<file path="src/rtl/cfgseq_pkg.sv">
package cfgseq_pkg;

  typedef enum logic [2:0] {
    ST_IDLE,
    ST_PROG,
    ST_INITHI,
    ST_SHIFT,
    ST_DONEW,
    ST_PARK_LO,
    ST_PARK_HI
  } seq_state_e;

  localparam logic [1:0] STAT_OK         = 2'd0;
  localparam logic [1:0] STAT_NO_INIT_LO = 2'd1;
  localparam logic [1:0] STAT_NO_INIT_HI = 2'd2;
  localparam logic [1:0] STAT_NO_DONE    = 2'd3;

endpackage

</file>
<file path="src/rtl/cfgseq_timer.sv">
module cfgseq_timer #(
  parameter int unsigned W = 16
) (
  input  logic         clk,
  input  logic         rst_n,
  input  logic         load_i,
  input  logic [W-1:0] val_i,
  output logic         zero_o
);

  logic [W-1:0] cnt_q, cnt_d;

  always_comb begin
    cnt_d = cnt_q;
    if (load_i)
      cnt_d = val_i;
    else if (cnt_q != '0)
      cnt_d = cnt_q - 1'b1;
  end

  always_ff @(posedge clk or negedge rst_n) begin
    if (!rst_n) cnt_q <= '0;
    else        cnt_q <= cnt_d;
  end

  assign zero_o = (cnt_q == '0);

endmodule

</file>
<file path="src/rtl/cfgseq_shifter.sv">
module cfgseq_shifter #(
  parameter int unsigned BW = 8
) (
  input  logic          clk,
  input  logic          rst_n,
  input  logic          enable_i,
  input  logic          load_i,
  input  logic [BW-1:0] byte_i,
  output logic          ready_o,
  output logic          idle_o,
  output logic          cclk_o,
  output logic          din_o
);

  localparam int unsigned CW = $clog2(BW + 1);

  logic [BW-1:0] sreg_q, sreg_d;
  logic [CW-1:0] cnt_q, cnt_d;
  logic          phase_q, phase_d;

  // ready on an empty shifter, or in the high half of the final bit
  assign ready_o = enable_i &
                   ((cnt_q == '0) || ((cnt_q == CW'(1)) && phase_q));

  always_comb begin
    sreg_d  = sreg_q;
    cnt_d   = cnt_q;
    phase_d = phase_q;
    if (load_i) begin
      sreg_d  = byte_i;
      cnt_d   = CW'(BW);
      phase_d = 1'b0;
    end else if (cnt_q != '0) begin
      if (!phase_q) begin
        phase_d = 1'b1;
      end else begin
        phase_d = 1'b0;
        sreg_d  = {sreg_q[BW-2:0], 1'b0};
        cnt_d   = cnt_q - 1'b1;
      end
    end
  end

  always_ff @(posedge clk or negedge rst_n) begin
    if (!rst_n) begin
      sreg_q  <= '0;
      cnt_q   <= '0;
      phase_q <= 1'b0;
    end else begin
      sreg_q  <= sreg_d;
      cnt_q   <= cnt_d;
      phase_q <= phase_d;
    end
  end

  assign idle_o = (cnt_q == '0);
  assign cclk_o = phase_q;
  assign din_o  = sreg_q[BW-1];

endmodule

</file>
<file path="src/rtl/cfg_serial_loader.sv">
module cfg_serial_loader
  import cfgseq_pkg::*;
#(
  parameter int unsigned CLK_KHZ    = 50000,
  parameter int unsigned INIT_LO_US = 1000,
  parameter int unsigned INIT_HI_US = 1000,
  parameter int unsigned DONE_US    = 1000,
  parameter int unsigned PAUSE_US   = 1000
) (
  input  logic       clk,
  input  logic       rst_n,
  input  logic       start_i,
  input  logic [7:0] byte_i,
  input  logic       byte_last_i,
  input  logic       byte_valid_i,
  output logic       byte_ready_o,
  input  logic       init_i,
  input  logic       done_i,
  output logic       prog_n_o,
  output logic       cclk_o,
  output logic       din_o,
  output logic       busy_o,
  output logic [1:0] status_o
);

  localparam int unsigned INIT_LO_CYC = CLK_KHZ * INIT_LO_US / 1000;
  localparam int unsigned INIT_HI_CYC = CLK_KHZ * INIT_HI_US / 1000;
  localparam int unsigned DONE_CYC    = CLK_KHZ * DONE_US / 1000;
  localparam int unsigned PAUSE_CYC   = CLK_KHZ * PAUSE_US / 1000;
  localparam int unsigned MAX_A = (INIT_LO_CYC > INIT_HI_CYC) ? INIT_LO_CYC : INIT_HI_CYC;
  localparam int unsigned MAX_B = (DONE_CYC > PAUSE_CYC) ? DONE_CYC : PAUSE_CYC;
  localparam int unsigned MAX_CYC = (MAX_A > MAX_B) ? MAX_A : MAX_B;
  localparam int unsigned TW = (MAX_CYC < 2) ? 1 : $clog2(MAX_CYC + 1);

  seq_state_e state_q, state_d;
  logic       busy_q, busy_d;
  logic [1:0] status_q, status_d;
  logic       park_q, park_d;
  logic       last_q, last_d;

  logic          tmr_load, tmr_zero;
  logic [TW-1:0] tmr_val;
  logic          sh_en, sh_ready, sh_idle, sh_cclk, sh_din;
  logic          accept;

  assign sh_en  = (state_q == ST_SHIFT) && !last_q;
  assign accept = sh_ready && byte_valid_i;

  cfgseq_timer #(.W(TW)) u_timer (
    .clk    (clk),
    .rst_n  (rst_n),
    .load_i (tmr_load),
    .val_i  (tmr_val),
    .zero_o (tmr_zero)
  );

  cfgseq_shifter #(.BW(8)) u_shift (
    .clk      (clk),
    .rst_n    (rst_n),
    .enable_i (sh_en),
    .load_i   (accept),
    .byte_i   (byte_i),
    .ready_o  (sh_ready),
    .idle_o   (sh_idle),
    .cclk_o   (sh_cclk),
    .din_o    (sh_din)
  );

  // next state
  always_comb begin
    state_d  = state_q;
    busy_d   = busy_q;
    status_d = status_q;
    park_d   = park_q;
    last_d   = last_q;
    unique case (state_q)
      ST_IDLE: if (start_i) begin
        state_d = ST_PROG;
        busy_d  = 1'b1;
        park_d  = 1'b0;
      end
      ST_PROG: begin
        if (!init_i) state_d = ST_INITHI;
        else if (tmr_zero) begin
          state_d = ST_IDLE; busy_d = 1'b0; status_d = STAT_NO_INIT_LO;
        end
      end
      ST_INITHI: begin
        if (init_i) begin
          state_d = ST_SHIFT;
          last_d  = 1'b0;
        end else if (tmr_zero) begin
          state_d = ST_IDLE; busy_d = 1'b0; status_d = STAT_NO_INIT_HI;
        end
      end
      ST_SHIFT: begin
        if (accept && byte_last_i) last_d = 1'b1;
        if (last_q && sh_idle) state_d = ST_DONEW;
      end
      ST_DONEW: begin
        if (done_i) state_d = ST_PARK_LO;
        else if (tmr_zero) begin
          state_d = ST_IDLE; busy_d = 1'b0; status_d = STAT_NO_DONE;
        end
      end
      ST_PARK_LO: if (tmr_zero) state_d = ST_PARK_HI;
      ST_PARK_HI: if (tmr_zero) begin
        state_d  = ST_IDLE;
        busy_d   = 1'b0;
        status_d = STAT_OK;
        park_d   = 1'b1;
      end
      default: state_d = ST_IDLE;
    endcase
  end

  // timer reload on every phase change, with the limit of the phase entered
  always_comb begin
    tmr_load = (state_d != state_q);
    unique case (state_d)
      ST_PROG:                tmr_val = TW'(INIT_LO_CYC);
      ST_INITHI:              tmr_val = TW'(INIT_HI_CYC);
      ST_DONEW:               tmr_val = TW'(DONE_CYC);
      ST_PARK_LO, ST_PARK_HI: tmr_val = TW'(PAUSE_CYC);
      default:                tmr_val = '0;
    endcase
  end

  always_ff @(posedge clk or negedge rst_n) begin
    if (!rst_n) begin
      state_q  <= ST_IDLE;
      busy_q   <= 1'b0;
      status_q <= STAT_OK;
      park_q   <= 1'b0;
      last_q   <= 1'b0;
    end else begin
      state_q  <= state_d;
      busy_q   <= busy_d;
      status_q <= status_d;
      park_q   <= park_d;
      last_q   <= last_d;
    end
  end

  // pin decode from registered state only
  always_comb begin
    prog_n_o = (state_q != ST_PROG);
    unique case (state_q)
      ST_SHIFT:   begin cclk_o = sh_cclk; din_o = sh_din; end
      ST_PARK_LO: begin cclk_o = 1'b1;    din_o = 1'b0;   end
      ST_PARK_HI: begin cclk_o = 1'b1;    din_o = 1'b1;   end
      ST_IDLE:    begin cclk_o = park_q;  din_o = park_q; end
      default:    begin cclk_o = 1'b0;    din_o = 1'b0;   end
    endcase
  end

  assign byte_ready_o = sh_ready;
  assign busy_o       = busy_q;
  assign status_o     = status_q;

endmodule

</file>
<file path="config.mk">
export PLATFORM = sky130hd
export DESIGN_NAME = cfg_serial_loader
export DESIGN_NICKNAME = d
export VERILOG_FILES = /design/src/rtl/cfgseq_pkg.sv /design/src/rtl/cfgseq_timer.sv /design/src/rtl/cfgseq_shifter.sv /design/src/rtl/cfg_serial_loader.sv
export SDC_FILE = /design/constraint.sdc
export NUM_CORES = 1
export LEC_CHECK = 0
export ABC_CLOCK_PERIOD_IN_PS = 2100
export BUFFER_PORTS_ARGS = -buffer_cell sky130_fd_sc_hd__buf_2
export CORE_ASPECT_RATIO = 1.1
export CORE_UTILIZATION = 53
export DETAILED_ROUTE_END_ITERATION = 7
export GPL_ROUTABILITY_DRIVEN = 0
export GPL_TIMING_DRIVEN = 0
export PLACE_DENSITY = 0.72
export RECOVER_POWER = 50
export SYNTH_ARGS = -nofsm -noshare
export SYNTH_HDL_FRONTEND = slang
export SYNTH_SLANG_ARGS = --single-unit
</file>
<file path="constraint.sdc">
create_clock -name clk -period 2.1 [get_ports clk]
set_input_delay 0.105 -clock clk [delete_from_list [all_inputs] [get_ports clk]]
set_output_delay 0.105 -clock clk [all_outputs]
set_load 0.01 [all_outputs]
</file>
==> results.toml, run 1 <==
[critical_path]
worstSetupPathType = "flop to flop"
required_ns = 2.27
critPathArrivalTime_ns = 2.37
crit_path_max_incr_delay_ns = 0.47
worstPathMaxFanout = 6
startpoint_type = "flop"
crit_path_end_kind = "flop"
worst_path_max_delay_cell = "dfrtp_1"
path_cells = "nor4_4 -> nand4_1 -> buf_6 -> a221o_1 -> and4b_1 -> mux2_4 -> mux2i_2"

[logic_synthesis]
yosys.area_share.adder_pct = 2.269
synth_area_mm2 = 0.002206
synth-compound-area-share_pct = 11.97
synth-seq-cells = 37
synth-async-reset-ratio_pct = 100.0
synth_edf_count = 0
synthSimpleGateAreaFrac_pct = 27.28
synth_top_family_by_area = "simple AND/OR/NAND/NOR gates"
synth-warning-count = 0
synthMuxAreaShare_pct = 6.580
yosysSeqAreaShare_pct = 41.97
ys.flop_type = "dfrtp_1"
synth_cells = 241
synth_nets = 260
postSynthAreaPerCell_um2 = 9.153
synth_cell_types = 50
synthXorXnorAreaFrac_pct = 5.956

[die]
ios = 22
core_mm2 = 0.003964
fp.dieArea_mm2 = 0.004424
die_x_um = 63.51
rows = 24
initial_core_util_pct = 55.65
dieHeight_um = 69.66

[timing]
rsz0062_at_grt = "true"
timing.fmax_mhz = 455.0
hold_violations = 0
clock_skew_ns = 0.009684
setup_viol = 11
finalMaxSlewViolations = 0
tightest_slew_ns = 0.9018
fin_ws_ns = -0.09797
setup_tns_ns = -0.5742
fin_crit_sh_pct = 104.7
fin_crit_ns = 2.198
relSlewSlack_pct = 39.88

[clock_network]
clk_pin_slew_ns = 0.08
cts_sinks = 37
cts_tree = "yes"
clk-insertion-delay-late_ns = 0.29
numCtsBuffers = 5
cts_max_level = 2
cts-root-buf = "clkbuf_8"
cts_max_path_buffers = 2

[cells_and_area]
most-common-layout-cells = "dfrtp_1, nand2_1, nor2_1, buf_2"
final_common_cell = "dfrtp_1"
drive_gt1_share_pct = 32.30
antenna_cells = 0
syn2layout_area_growth_pct = 29.84
finalNetCount = 309
final_area_mm2 = 0.002864

[routing]
wire_per_inst_um = 14.85
vias = 1926
drt_iter0_drc = 184
drc = 0
via_per_inst = 5.615
firstDrtPassIters = 4
finalWirelength_mm = 5.095
final_antenna_net_count = 0

[run]
maxCapViolCount = 0

[worst_hold_path]
hp-class = "input port to flop"

[pwr]
leakagePower_nw = 1.335
pwr_density_cell_mw_per_mm2 = 1526
peakVddDrop_uv = 710.7

[grt]
grt_pass1_vias = 1867
grt_pass1_wl_mm = 8.300
grtUsageTotal_pct = 23.99
antenna_found_initial = 0
grt.overflow.total = 0
grt_max_degree = 38

[placement]
portBuffers = 21
dpl_cell_area_mm2 = 0.002387
dp_hpwl_mm = 3.087

[outcome]
violations = "negative setup slack"
outcome = "finished with violations"
-- cells in the mapped netlist, types with 2 or more instances --
master | instances | area share [%]
buf_6 | 2 | 1.0
or3_1 | 3 | 0.85
clkbuf_1 | 7 | 1.2
inv_1 | 7 | 1.2
o21ai_0 | 14 | 3.2
nand3_1 | 8 | 1.8
nor3_1 | 6 | 1.4
nor4_1 | 2 | 0.57
or4_4 | 2 | 1.0
dfrtp_1 | 37 | 42
ha_1 | 4 | 2.3
nor2b_1 | 7 | 2.0
buf_1 | 2 | 0.34
and2_1 | 3 | 0.85
xor2_1 | 4 | 1.6
nand4_1 | 4 | 1.1
xnor2_1 | 11 | 4.4
nor2_1 | 33 | 5.6
a21oi_1 | 14 | 3.2
and4bb_2 | 2 | 1.1
mux2i_1 | 13 | 5.9
nand2_1 | 28 | 4.8
-- sequential cells by signal, indices dropped and copies added, names as in the netlist --
register / cells
u_shift.cnt_q: 4
status_o: 2
state_q: 3
busy_o: 1
u_shift.cclk_o: 1
park_q: 1
u_shift.sreg_q: 8
u_timer.cnt_q: 16
last_q: 1
-- path summary, 6_finish.rpt --
path                              startpoint           endpoint  slack, ns  cells after the start
max                        u_timer.cnt_q[12]   u_timer.cnt_q[4]       -0.1                      7
min                                byte_i[0]  u_shift.sreg_q[0]      0.004                      3
max reg2reg                u_timer.cnt_q[12]   u_timer.cnt_q[4]       -0.1                      7
min reg2reg                u_shift.sreg_q[0]  u_shift.sreg_q[0]       0.52                      2
max in group asynchronous              rst_n   u_timer.cnt_q[4]       1.02                      2
min in group asynchronous              rst_n         state_q[0]       0.46                      2
-- kinds of logic after synthesis --
group                      count (synthesis)
muxes                                     14
buffers and inverters                     19
AOI/OAI and AO/OA                         41
xor gates and xnor gates                  15
adders and majority gates                  4
DFF                                       37
and+or+nand+nor                          111
-- cell type report --
class,instances,area (µm²)
Sequential cell,37,927.1
Tap cell,52,65.06
Buffer,11,75.07
Multi-Input combinational cell,185,1329
Clock inverter,3,65.06
Clock buffer,5,68.82
Timing Repair Buffer,43,307.8
Fill cell,291,1100
Inverter,7,26.28
-- power breakdown --
group	switching, mW	internal (mW)	leakage [nW]
clock	0.269	0.472	0.0681
combinational	1.22	1.29	0.790
sequential	0.216	0.902	0.477
total	1.70	2.67	1.33
-- critical path, delay by kind of cell, from the launching register on --
kind | cells | cell delay [ns]
simple gates | 3 | 0.83
flops | 1 | 0.47
compound gates | 1 | 0.33
mux | 2 | 0.27
buf+inv | 1 | 0.17
-- stage by stage --
| step | utilization, % | cells | hold slack (ns) | total power, mW | setup slack (ns) |
|---|---|---|---|---|---|
| after detailed placement | 60.23 | 314 | 0.2571 | 2.785 | -0.1921 |
| final | 72.25 | 343 | 0.004037 | 4.370 | -0.09797 |
| after global placement | 60.23 | 314 | 0.2446 | 2.748 | -0.1402 |
| after floorplan | - | 241 | -0.1906 | 2.423 | 0.02721 |
| after global routing | 72.25 | 343 | 0.01752 | 4.645 | -0.1920 |
| after CTS | 66.89 | 335 | 0.002871 | 3.753 | -0.09198 |
-- routing by layer --
layer	up-vias	global-route usage (%)	routed length, µm
met5	-	0	0
met4	0	10.86	89
met3	9	4.605	221
met2	56	39.48	2498
met1	923	30.15	2286
li1	938	-	-
-- repair_timing --
action | 4_1_cts | 5_1_grt
setup buffers | 12 | 8
resized for setup | 6 | 44
pin swaps | 5 | 14
hold buffers | 1 | 0
setup endpoints to repair | 18 | 33
cloned | 0 | 1
endpoints found under the hold margin | 37 | 0
Note: power is estimated with default switching activity, not from simulation.
==> inputs of run 2 (changes only) <==
--- a/config.mk
+++ b/config.mk
@@ -14,6 +14,7 @@
 export GPL_TIMING_DRIVEN = 0
 export PLACE_DENSITY = 0.72
 export RECOVER_POWER = 50
+export REMOVE_ABC_BUFFERS = 1
 export SYNTH_ARGS = -nofsm -noshare
 export SYNTH_HDL_FRONTEND = slang
 export SYNTH_SLANG_ARGS = --single-unit
==> results.toml, run 2 (synthesized netlist as in run 1, its figures left out) <==
[outcome]
outcome = "finished with violations"
violations = "negative setup slack"

[critical_path]
required_ns = 2.27
critPathArrivalTime_ns = 2.33
startpoint_type = "flop"
crit_path_end_kind = "flop"
critPathLaunch = "u_timer.cnt_q[7]"
timing.rr.start = "u_timer.cnt_q[7]"
worstPathMaxFanout = 6
worstSetupPathType = "flop to flop"

[timing]
hold_slack_ns = 0.001435
fin_crit_ns = 2.158
tightest_slew_ns = 0.9315
fin_crit_sh_pct = 102.8
finalMaxSlewViolations = 0
relSlewSlack_pct = 37.90
clock_skew_ns = 0.003002
hold_violations = 0
rsz0062_at_grt = "true"
setup_viol = 8
timing.fmax_mhz = 463.4
fin_ws_ns = -0.05796

[cells_and_area]
final.fill_count = 326
most-common-layout-cells = "nor2_1, dfrtp_1, nand2_1, buf_4, buf_2"
finalNetCount = 300
reg_top3 = "u_timer.cnt_q (16), u_shift.sreg_q (8), u_shift.cnt_q (4)"
final_area_mm2 = 0.002703
antenna_cells = 0
drive_gt1_share_pct = 30.96
syn2layout_area_growth_pct = 22.52
largest_reg_flops = 16
regMostFlops = "u_timer.cnt_q"

[placement]
dp_hpwl_mm = 2.795
dpl_cell_area_mm2 = 0.002315
portBuffers = 21
pre_cts_ws_ns = -0.7085

[die]
die_x_um = 63.51
dieHeight_um = 69.66
fp.dieArea_mm2 = 0.004424
core_mm2 = 0.003964
initial_core_util_pct = 55.65
rows = 24
ios = 22

[grt]
grt.overflow.total = 0
grt_max_degree = 38
grtUsageTotal_pct = 24.07
grt_pass1_wl_mm = 8.342
grt_pass1_vias = 1815
antenna_found_initial = 0

[routing]
wire_per_inst_um = 15.04
firstDrtPassIters = 5
dr_wl_met2_mm = 2.541
drc = 0
vias = 1881
finalWirelength_mm = 5.007
wl_met3_um = 206
wl_met1_mm = 2.168
routed.top_layer = "met4"
final_antenna_net_count = 0
via_per_inst = 5.649
drt_iter0_drc = 168

[pwr]
pwr_density_cell_mw_per_mm2 = 1374
peakVddDrop_uv = 596.5
leakagePower_nw = 1.261

[worst_hold_path]
hp-class = "input port to flop"
hold_path_startpoint = "byte_i[0]"

[clock_network]
cts_tree = "yes"
cts-root-buf = "clkbuf_8"
cts_sinks = 37
cts_max_level = 2
numCtsBuffers = 5
cts_max_path_buffers = 2
clk-insertion-delay-late_ns = 0.29
clk_pin_slew_ns = 0.07

[run]
maxCapViolCount = 0
[run 2: cell types whose count changed in the layout (fill, tap and decap cells not counted), sizes merged]
cell | previous run | this run
bufinv | 2 | 0
buf | 42 | 40
clkinvlp | 0 | 1
clkinv | 1 | 0
clkbuf | 16 | 9
o211ai | 2 | 3
[run 2: worst paths after layout]
path	slack (ns)	cells past startpoint	endpoint
worst min register to register	0.52	2	u_shift.sreg_q[0]
max in group asynchronous	0.98	2	state_q[0]
worst min-delay path	0.001	3	u_shift.sreg_q[0]
worst max-delay path	-0.06	6	u_timer.cnt_q[15]
worst max register to register	-0.06	6	u_timer.cnt_q[15]
min in group asynchronous	0.48	2	u_timer.cnt_q[5]
[run 2: repair_timing]
action,CTS,global route
gates resized for setup,20,7
hold buffers,1,0
pin swaps,10,2
cloned,1,0
setup buffers,20,2
hold endpoints to repair,37,0
setup endpoints to repair,34,20
[run 2: where the power goes]
part	switching (mW)	internal (mW)	total (mW)
clock network	0.259	0.260	0.519
registers	0.307	0.907	1.21
logic	1.01	0.965	1.98
total	1.58	2.13	3.71
[run 2: area by class of cell]
type                    count  area, µm²  share of cell area [%]
clock buffers               6      82.58                   3.056
clock inverters             1      7.507                  0.2778
inverters                   7      26.28                  0.9722
multi-input cells         186       1311                   48.52
flip-flops and latches     37      932.1                   34.49
well taps                  52      65.06                   2.407
repair buffers             44      277.8                   10.28
[run 2: worst max-delay path, stage by stage, from the launching register on]
cell	delay (ns)
dfrtp_1	0.43
nor4_4	0.38
nand4_1	0.28
a221o_1	0.41
and4b_1	0.25
mux2_4	0.20
mux2i_1	0.08
[run 2: metrics by stage]
| step | power, mW | util, % | setup TNS, ns | instances |
|---|---|---|---|---|
| floorplan | 2.317 | - | -2.850 | 229 |
| global placement | 2.632 | 58.40 | -12.25 | 302 |
| detailed placement | 2.656 | 58.40 | -12.57 | 302 |
| CTS | 3.568 | 66.95 | -0.1096 | 331 |
| global route | 3.949 | 68.18 | -1.990 | 333 |
| finish | 3.713 | 68.18 | -0.3824 | 333 |
[run 2: metal layers]
layer  vias up  global-route usage [%]
li1        919                       -
met1       896                   31.16
met2        55                   40.07
met3        11                   4.112
met4         0                   8.586
met5         -                       0
